==> config.mk <==
export PLATFORM = sky130hd
export DESIGN_NAME = spi_fifo_pair
export DESIGN_NICKNAME = d
export VERILOG_FILES = /design/src/rtl/spi_fifo_pkg.sv /design/src/rtl/spi_fifo_core.sv /design/src/rtl/spi_fifo_flags.sv /design/src/rtl/spi_fifo_pair.sv
export SDC_FILE = /design/constraint.sdc
export NUM_CORES = 1
export LEC_CHECK = 0
export BUFFER_PORTS_ARGS = -buffer_cell sky130_fd_sc_hd__buf_2
export CAP_MARGIN = 20
export CORE_ASPECT_RATIO = 1.75
export CORE_MARGIN = 2
export CORE_UTILIZATION = 54
export CTS_CLUSTER_DIAMETER = 30
export DETAILED_ROUTE_END_ITERATION = 16
export HOLD_SLACK_MARGIN = 0.08
export PLACE_DENSITY = 0.79
export RECOVER_POWER = 25
export SLEW_MARGIN = 0
export SYNTH_ARGS = -nofsm -noshare
export SYNTH_HDL_FRONTEND = slang
export SYNTH_HIERARCHICAL = 1
export SYNTH_SLANG_ARGS = --single-unit
==> constraint.sdc <==
create_clock -name clk -period 4.1 [get_ports clk]
set_input_delay 0.41 -clock clk [delete_from_list [all_inputs] [get_ports clk]]
set_output_delay 0.41 -clock clk [all_outputs]
set_load 0.005 [all_outputs]
==> src/rtl/spi_fifo_pkg.sv <==
package spi_fifo_pkg;

    // flag register bit positions
    localparam int FLG_RX_MARK  = 4;
    localparam int FLG_TX_MARK  = 5;
    localparam int FLG_RX_FULL  = 8;
    localparam int FLG_TX_EMPTY = 9;
    localparam int FLG_RX_UNDER = 16;
    localparam int FLG_TX_OVER  = 17;

    // status word field positions
    localparam int ST_TX_FULL  = 4;
    localparam int ST_TX_LVL   = 8;
    localparam int ST_RX_EMPTY = 20;
    localparam int ST_RX_LVL   = 24;
    localparam int ST_LVL_W    = 8;

    localparam logic [31:0] FLAG_MASK =
        (32'd1 << FLG_RX_MARK)  | (32'd1 << FLG_TX_MARK)  |
        (32'd1 << FLG_RX_FULL)  | (32'd1 << FLG_TX_EMPTY) |
        (32'd1 << FLG_RX_UNDER) | (32'd1 << FLG_TX_OVER);

    typedef enum logic [1:0] {
        MARK_8   = 2'd0,
        MARK_4   = 2'd1,
        MARK_1   = 2'd2,
        MARK_RSV = 2'd3
    } mark_code_e;

    // entries selected by a mark code; the unused code behaves as a mark of 1
    function automatic int unsigned mark_entries(logic [1:0] code);
        case (mark_code_e'(code))
            MARK_8:  return 8;
            MARK_4:  return 4;
            default: return 1;
        endcase
    endfunction

endpackage

==> src/rtl/spi_fifo_core.sv <==
module spi_fifo_core #(
    parameter int WIDTH = 32,
    parameter int DEPTH = 16,
    localparam int PW   = (DEPTH > 1) ? $clog2(DEPTH) : 1,
    localparam int LW   = $clog2(DEPTH + 1)
) (
    input  logic             clk,
    input  logic             rst_n,
    input  logic             clr,
    input  logic             push,
    input  logic [WIDTH-1:0] push_data,
    input  logic             pop,
    output logic [WIDTH-1:0] head_data,
    output logic [LW-1:0]    level,
    output logic             full,
    output logic             empty,
    output logic             over_evt,
    output logic             under_evt
);

    typedef struct packed {
        logic [PW-1:0] wr;
        logic [PW-1:0] rd;
        logic [LW-1:0] cnt;
    } core_st_t;

    core_st_t          st_d, st_q;
    logic [WIDTH-1:0]  mem_q [DEPTH];
    logic              do_push, do_pop;

    function automatic logic [PW-1:0] ptr_next(logic [PW-1:0] p);
        return (p == PW'(DEPTH - 1)) ? '0 : p + 1'b1;
    endfunction

    always_comb begin
        full      = (st_q.cnt == LW'(DEPTH));
        empty     = (st_q.cnt == '0);
        do_push   = push && !full  && !clr;
        do_pop    = pop  && !empty && !clr;
        over_evt  = push && full  && !clr;
        under_evt = pop  && empty && !clr;

        st_d = st_q;
        if (clr) begin
            st_d = '0;
        end else begin
            if (do_push) st_d.wr = ptr_next(st_q.wr);
            if (do_pop)  st_d.rd = ptr_next(st_q.rd);
            case ({do_push, do_pop})
                2'b10:   st_d.cnt = st_q.cnt + 1'b1;
                2'b01:   st_d.cnt = st_q.cnt - 1'b1;
                default: st_d.cnt = st_q.cnt;
            endcase
        end
        level     = st_q.cnt;
        head_data = empty ? '0 : mem_q[st_q.rd];
    end

    always_ff @(posedge clk or negedge rst_n) begin
        if (!rst_n) st_q <= '0;
        else        st_q <= st_d;
    end

    always_ff @(posedge clk) begin
        if (do_push) mem_q[st_q.wr] <= push_data;
    end

    // level never exceeds the depth
    assert_level_bound_R2: assert property (@(posedge clk) disable iff (!rst_n)
        level <= LW'(DEPTH));

    // a push into a full queue without a pop leaves the level at depth
    assert_drop_on_full_R3: assert property (@(posedge clk) disable iff (!rst_n)
        (push && full && !pop && !clr) |=> (level == LW'(DEPTH)));

    // a pop from an empty queue without a push leaves it empty
    assert_underrun_hold_R4: assert property (@(posedge clk) disable iff (!rst_n)
        (pop && empty && !push && !clr) |=> empty);

    // a clear empties the queue at the next edge
    assert_clear_empties_R10: assert property (@(posedge clk) disable iff (!rst_n)
        clr |=> (level == '0));

endmodule

==> src/rtl/spi_fifo_flags.sv <==
module spi_fifo_flags #(
    parameter int          FW   = 32,
    parameter logic [FW-1:0] MASK = '1
) (
    input  logic          clk,
    input  logic          rst_n,
    input  logic [FW-1:0] set_vec,
    input  logic          clr_wr,
    input  logic [FW-1:0] clr_data,
    input  logic          en_wr,
    input  logic [FW-1:0] en_data,
    output logic [FW-1:0] flags,
    output logic          irq
);

    typedef struct packed {
        logic [FW-1:0] flg;
        logic [FW-1:0] en;
    } flag_st_t;

    flag_st_t      st_d, st_q;
    logic [FW-1:0] clr_bits;

    always_comb begin
        clr_bits   = clr_wr ? clr_data : '0;
        st_d       = st_q;
        st_d.flg   = (st_q.flg | set_vec) & ~clr_bits & MASK;
        if (en_wr) st_d.en = en_data & MASK;
        flags      = st_q.flg;
        irq        = |(st_q.flg & st_q.en);
    end

    always_ff @(posedge clk or negedge rst_n) begin
        if (!rst_n) st_q <= '0;
        else        st_q <= st_d;
    end

    // an all-ones write leaves nothing set
    assert_w1c_all_R8: assert property (@(posedge clk) disable iff (!rst_n)
        (clr_wr && (clr_data == '1)) |=> (flags == '0));

    // latched bits persist while no clear is written
    assert_sticky_hold_R3: assert property (@(posedge clk) disable iff (!rst_n)
        !clr_wr |=> ((flags & $past(flags)) == $past(flags)));

    // interrupt low whenever the enable register is zero
    assert_irq_gated_R9: assert property (@(posedge clk) disable iff (!rst_n)
        (en_wr && (en_data == '0)) |=> !irq);

endmodule

==> src/rtl/spi_fifo_pair.sv <==
module spi_fifo_pair
    import spi_fifo_pkg::*;
#(
    parameter int WIDTH = 32,
    parameter int DEPTH = 16,
    localparam int LW   = $clog2(DEPTH + 1)
) (
    input  logic             clk,
    input  logic             rst_n,
    input  logic [1:0]       mark_code,
    input  logic             tx_clr,
    input  logic             rx_clr,
    input  logic             tx_push,
    input  logic [WIDTH-1:0] tx_push_data,
    input  logic             tx_pop,
    output logic [WIDTH-1:0] tx_pop_data,
    input  logic             rx_push,
    input  logic [WIDTH-1:0] rx_push_data,
    input  logic             rx_pop,
    output logic [WIDTH-1:0] rx_pop_data,
    output logic [31:0]      status,
    input  logic             flag_wr,
    input  logic [31:0]      flag_wr_data,
    input  logic             en_wr,
    input  logic [31:0]      en_wr_data,
    output logic [31:0]      flags,
    output logic             irq
);

    logic [LW-1:0] tx_lvl, rx_lvl, mark_lvl;
    logic          tx_full, tx_empty, rx_full, rx_empty;
    logic          tx_over, tx_under_unused, rx_over_unused, rx_under;
    logic [31:0]   set_vec;

    spi_fifo_core #(.WIDTH(WIDTH), .DEPTH(DEPTH)) u_tx_q (
        .clk       (clk),
        .rst_n     (rst_n),
        .clr       (tx_clr),
        .push      (tx_push),
        .push_data (tx_push_data),
        .pop       (tx_pop),
        .head_data (tx_pop_data),
        .level     (tx_lvl),
        .full      (tx_full),
        .empty     (tx_empty),
        .over_evt  (tx_over),
        .under_evt (tx_under_unused)
    );

    spi_fifo_core #(.WIDTH(WIDTH), .DEPTH(DEPTH)) u_rx_q (
        .clk       (clk),
        .rst_n     (rst_n),
        .clr       (rx_clr),
        .push      (rx_push),
        .push_data (rx_push_data),
        .pop       (rx_pop),
        .head_data (rx_pop_data),
        .level     (rx_lvl),
        .full      (rx_full),
        .empty     (rx_empty),
        .over_evt  (rx_over_unused),
        .under_evt (rx_under)
    );

    always_comb begin
        mark_lvl = LW'(mark_entries(mark_code));

        set_vec               = '0;
        set_vec[FLG_TX_MARK]  = (tx_lvl <= mark_lvl);
        set_vec[FLG_RX_MARK]  = (rx_lvl >= mark_lvl);
        set_vec[FLG_RX_FULL]  = rx_full;
        set_vec[FLG_TX_EMPTY] = tx_empty;
        set_vec[FLG_RX_UNDER] = rx_under;
        set_vec[FLG_TX_OVER]  = tx_over;

        status                                 = '0;
        status[ST_TX_FULL]                     = tx_full;
        status[ST_RX_EMPTY]                    = rx_empty;
        status[ST_TX_LVL +: ST_LVL_W]          = ST_LVL_W'(tx_lvl);
        status[ST_RX_LVL +: ST_LVL_W]          = ST_LVL_W'(rx_lvl);
    end

    spi_fifo_flags #(.FW(32), .MASK(FLAG_MASK)) u_flags (
        .clk      (clk),
        .rst_n    (rst_n),
        .set_vec  (set_vec),
        .clr_wr   (flag_wr),
        .clr_data (flag_wr_data),
        .en_wr    (en_wr),
        .en_data  (en_wr_data),
        .flags    (flags),
        .irq      (irq)
    );

    // a transmit level at or under the mark is latched one cycle later
    assert_tx_mark_R6: assert property (@(posedge clk) disable iff (!rst_n)
        ((tx_lvl <= mark_lvl) && !flag_wr) |=> flags[FLG_TX_MARK]);

    // an empty receive read returns zero
    assert_under_zero_R4: assert property (@(posedge clk) disable iff (!rst_n)
        (rx_pop && rx_empty) |-> (rx_pop_data == '0));

    // an overflowing push is recorded
    assert_over_flag_R3: assert property (@(posedge clk) disable iff (!rst_n)
        (tx_push && tx_full && !tx_clr && !flag_wr) |=> flags[FLG_TX_OVER]);

    // a clear alone does not drop latched flags
    assert_clear_keeps_R10: assert property (@(posedge clk) disable iff (!rst_n)
        ((tx_clr || rx_clr) && !flag_wr) |=> ((flags & $past(flags)) == $past(flags)));

endmodule

==> results of run 1 <==
[layer usage]
layer  share of wire  routed length, um  up-vias
met2            0.55              54600     1228
met5         0.00037                 37        -
met4           0.043               4220        6
met3           0.080               7920      285
li1                -                  -     8342
met1            0.33              32300    10700
[state kept, by name, indices dropped and copies added, names as in the netlist]
register,count
u_tx_q/st_q,8
u_rx_q/mem_q,512
u_rx_q/level,5
u_tx_q/mem_q,512
u_flags/st_q,6
u_flags/flags,6
u_rx_q/st_q,8
u_tx_q/level,5
[metrics by stage]
step	std cells	cell area (um^2)
floorplan	1910	42100
global placement	3016	44200
detailed placement	3016	44200
CTS	3318	49200
global route	3318	49100
finish	3320	49100
[power by group through the flow]
| stage | combinational [W] | sequential (W) | clock, W |
|---|---|---|---|
| floorplan | 0.00369 | 0.0124 | 0 |
| global placement | 0.00487 | 0.0127 | 0 |
| detailed placement | 0.00499 | 0.0127 | 0 |
| CTS | 0.00519 | 0.0125 | 0.0109 |
| global route | 0.00549 | 0.0125 | 0.0113 |
| finish | 0.00513 | 0.0125 | 0.0108 |
[cell type report]
class	instances	area, um^2	share of cell area
inverter	14	52.6	0.00107
clock inverter	89	1090	0.0223
sequential	1062	31700	0.646
clock buffer	125	2970	0.0604
timing repair buffer	327	2410	0.0492
multi-input combinational	674	9580	0.195
antenna	2	5.00	0.000102
tap	1027	1280	0.0262
[worst reg2reg max path, cell delays in order (launching register included)]
cell	delay (ps)
dfrtp_1	520
nor4_4	130
a21boi_1	540
and2_1	300
nand2_1	270
nor2_4	690
buf_4	300
[how the worst max path moves through the flow]
stage	end	slack [ps]	cells past startpoint
after floorplan	u_rx_q/mem_q[3][0]$_DFFE_PP_	40	6
final	tx_pop_data[18]	190	5
after global routing	tx_pop_data[23]	20	5
after CTS	tx_pop_data[18]	60	5
after detailed placement	tx_pop_data[23]	940	5
after global placement	tx_pop_data[27]	920	5
==> flow_summary.yaml, run 1 <==
cts:
  cts_inserted_buffers: 115
  htreeDepth: 3
  clock_path_buffers: 3
  holdBufCountCts: 88
  clockRootBuffer: "clkbuf_16"
  clk_latency_ps: 730
  post-cts-setup-buffers: 0
  cts_resized: 0
  cts_tree: "built"
  cts_sinks: 1062
  clkTransAtPathRegs_ps: 60
detailed_routing:
  routed_wl_um: 99100
  post_drt_wl_per_cell_um: 29.9
  detail-route-antenna-nets: 0
  routed_via_density: 6.19
  vias: 20500
  drt_iter0_drc: 2038
  drt_pass1_iterations: 5
  drc: 0
finish:
  final_cell_mix: "edfxtp_1 (1,024), mux4_2 (320), buf_2 (132), clkbuf_16 (117), dlygate4sd3_1 (88)"
  layout_commonest_cell: "edfxtp_1"
  nNetsFinal: 2354
  fillers: 4886
  utilization: 0.636
  drive_gt1_frac: 0.337
  syn_to_final_growth_pct: 17.1
global_route:
  gr-usage-met1: 0.291
  grt_max_degree: 64
  grt_use_met3: 0.0443
  grt-ovfl-total: 0
  use_met2: 0.462
  busiest_layer: "met2"
  grt_pass1_vias: 22300
  grt_pass1_wl_um: 147000
  grt_antenna_before_repair: 4
  track_usage: 0.254
pwr:
  p_sw_w: 0.00737
  internal_power_w: 0.0210
  pwr-share-clk: 0.380
  seqPwrFrac: 0.440
  power.total_w: 0.0284
  combPwrFrac: 0.181
  p_sw_frac: 0.260
  p_leak_nw: 15.7
  powerDensity_mw_per_mm2: 578
  ir_worst_vdd_uv: 726
logic_synthesis:
  syn-cell-area_mm2: 0.0419
  avgSynthCellArea_um2: 22.5
  yosysWarningCount: 6
  syn_inst: 1866
worst_setup_path:
  slowest_stage: "dfrtp_4"
  startpoint: "u_tx_q/st_q[5]$_DFFE_PN0P_"
  worstPathArrival_ps: 3500
  cp.required_ps: 3690
  cp-start-kind: "flop"
  path_buf_inv: 2
  crit_chain: "buf_4, mux4_2, mux4_2, and2_1, buf_2"
  max_stage_delay_ps: 900
  r2r-end: "u_tx_q/mem_q[15][8]$_DFFE_PP_"
  worstPathMaxFanout: 38
  cp-end-kind: "output pin"
  reg2reg_slack_ps: 1030
  critPathTopFamily: "multiplexers"
  crit_top_cell: "mux4_2"
  critical_path_class: "reg -> out"
  reg2reg_from: "u_tx_q/level[0]$_DFFE_PN0P_"
  ff2ff_path_depth: 6
place:
  hpwl_um: 51300
  globalplace.congestion: 0.786
  place_ws_ps: 936
  port_buffers: 170
floorplan:
  fp.coreArea_mm2: 0.0772
  ioPinCount: 269
  start_util: 0.543
  fp.dieArea_mm2: 0.0800
  die_y_um: 373
  rows: 135
  die_w_um: 215
timing:
  min_period_ps: 3910
  hold_viol: 0
  fin_worst_skew_ps: 58.6
  hold_ws_ps: 134
  tightest_slew_ps: 1060
  max-slew-margin-rel: 0.292
  fin_crit_sh: 0.955
  rsz0062_at_grt: "no"
  fmax_mhz: 256
  finalWorstSetupSlack_ps: 186
  tns_ps: 0
  finalSetupViolations: 0
  drv_slew: 0
hold_path:
  hold_depth: 2
  min_to: "u_flags/st_q[4]$_DFFE_PN0P_"
  hp-class: "in -> reg"
  hold_path_startpoint: "en_wr"
run:
  cap_violations: 0
status:
  status: "complete, no violations"
(Power assumes the default switching activity.)
==> run 2: changes to the inputs <==
CAP_MARGIN = default   (was 20)
CORE_MARGIN = default   (was 2)
==> run 2 against run 1 <==
- cell count fell by 0.27%
- non-clock buffer count decreased by 8
- worst hold slack worse by 1.5 ps
- cell area decreased by 0.47%
- sequential cell count unchanged
==> flow_summary.yaml, run 2 (synthesis gave the netlist of run 1 again) <==
detailed_routing:
  routed_via_density: 6.22
  vias: 20600
  detail-route-antenna-nets: 0
  drt_pass1_iterations: 5
  post_drt_wl_per_cell_um: 30.1
  drc: 0
  routed_wl_um: 99600
  drt_iter0_drc: 2010
cts:
  cts_inserted_buffers: 115
  clock_path_buffers: 3
  htreeDepth: 3
  clkTransAtPathRegs_ps: 60
  cts_tree: "built"
  clk_latency_ps: 740
  clockRootBuffer: "clkbuf_16"
  post-cts-setup-buffers: 0
  cts_sinks: 1062
worst_setup_path:
  worstPathArrival_ps: 3550
  reg2reg_from: "u_rx_q/level[1]$_DFFE_PN0P_"
  reg2reg_slack_ps: 1090
  cp.required_ps: 3690
  critical_path_class: "reg -> out"
  worstPathMaxFanout: 38
  r2r-end: "u_rx_q/level[4]$_DFFE_PN0P_"
  cp-start-kind: "flop"
  cp-end-kind: "output pin"
  ff2ff_path_depth: 9
finish:
  final_cells: 3311
  drive_gt1_frac: 0.337
  syn_to_final_growth_pct: 16.5
  final_cell_mix: "edfxtp_1 (1,024), mux4_2 (320), buf_2 (130), clkbuf_16 (115), dlygate4sd3_1 (86)"
  reg.largest.list: "u_rx_q/mem_q x512, u_tx_q/mem_q x512"
  nNetsFinal: 2346
  layout_commonest_cell: "edfxtp_1"
global_route:
  grt_max_degree: 49
  grt_pass1_wl_um: 145000
  grt_pass1_vias: 21900
  track_usage: 0.260
  grt_antenna_before_repair: 8
  grt-ovfl-total: 0
timing:
  finalSetupViolations: 0
  hold_ws_ps: 132
  fin_worst_skew_ps: 83.5
  fmax_mhz: 253
  rsz0062_at_grt: "no"
  hold_viol: 0
  fin_crit_sh: 0.966
  tns_ps: 0
  min_period_ps: 3960
  tightest_slew_ps: 1030
  max-slew-margin-rel: 0.316
  drv_slew: 0
floorplan:
  die_y_um: 371
  fp.dieArea_mm2: 0.0788
  ioPinCount: 269
  fp.coreArea_mm2: 0.0766
  rows: 134
  die_w_um: 213
  start_util: 0.547
hold_path:
  hold_depth: 2
  min_to: "u_rx_q/st_q[10]$_DFFE_PN0P_"
  hp-class: "in -> reg"
  hold_path_startpoint: "rx_clr"
place:
  globalplace.congestion: 0.821
  port_buffers: 170
  dp_cells: 3003
  hpwl_um: 49600
pwr:
  p_leak_nw: 15.6
  powerDensity_mw_per_mm2: 577
  ir_worst_vdd_uv: 512
run:
  cap_violations: 0
status:
  status: "complete, no violations"
==> run 2: changes by cell type in the layout (fill, tap and decap cells not counted), sizes merged <==
cell         before  now
clkinvlp          7   10
dlygate4sd3      88   86
clkinv           48   45
inv              34   45
diode             2    4
buf             201  193
bufinv           14    9
==> run 2: how the worst max path moves through the flow <==
stage	slack, ps	start	end
final	140	u_tx_q/st_q[5]$_DFFE_PN0P_	tx_pop_data[9]
after global routing	6	u_tx_q/st_q[5]$_DFFE_PN0P_	tx_pop_data[6]
after CTS	50	u_tx_q/st_q[5]$_DFFE_PN0P_	tx_pop_data[6]
after detailed placement	920	u_tx_q/st_q[5]$_DFFE_PN0P_	tx_pop_data[30]
after global placement	1000	u_tx_q/st_q[5]$_DFFE_PN0P_	tx_pop_data[9]
after floorplan	40	u_rx_q/level[2]$_DFFE_PN0P_	u_rx_q/mem_q[3][0]$_DFFE_PP_
==> run 2: what timing repair did <==
action / in CTS / in global routing
gates resized for setup: 0 / 0
endpoints found under the hold margin: 1056 / 0
hold buffers: 86 / 0
==> run 2: layout make-up <==
| cell class | count | area, um^2 |
|---|---|---|
| antenna | 4 | 10.0 |
| clock buffer | 123 | 2910 |
| clock inverter | 95 | 1050 |
| fill | 4762 | 27700 |
| inverter | 14 | 52.6 |
| multi-input combinational | 674 | 9580 |
| sequential | 1062 | 31700 |
| tap | 1020 | 1280 |
| timing repair buffer | 319 | 2300 |
==> run 2: report_power, final <==
part | total, W | switching [W] | internal [W]
Clock | 0.0105 | 0.00465 | 0.00590
Combinational | 0.00517 | 0.00248 | 0.00269
Sequential | 0.0125 | 0.000413 | 0.0121
Total | 0.0282 | 0.00754 | 0.0207
==> run 2: routing by layer <==
metal / global-route usage / up-vias / part of all wire
li1: - / 8320 / -
met1: 0.297 / 10800 / 0.33
met2: 0.471 / 1217 / 0.56
met3: 0.0485 / 243 / 0.080
met4: 0.116 / 10 / 0.035
met5: 0 / - / 0.00069
==> run 2: worst max-delay path, stage by stage (launching register included) <==
cell and delay [ps]:
dfrtp_4 920, buf_4 410, mux4_2 570, mux4_2 510, and2_1 200, buf_2 130
==> run 2: metrics by stage <==
stage               instance area [um^2]   util  worst slack (ps)  total power (W)
floorplan                          42100      -              41.6           0.0161
global placement                   44100  0.576               998           0.0175
detailed placement                 44100  0.576               923           0.0177
CTS                                48900  0.639              49.3           0.0284
global route                       48900  0.638              6.05           0.0291
finish                             48900  0.638               140           0.0282
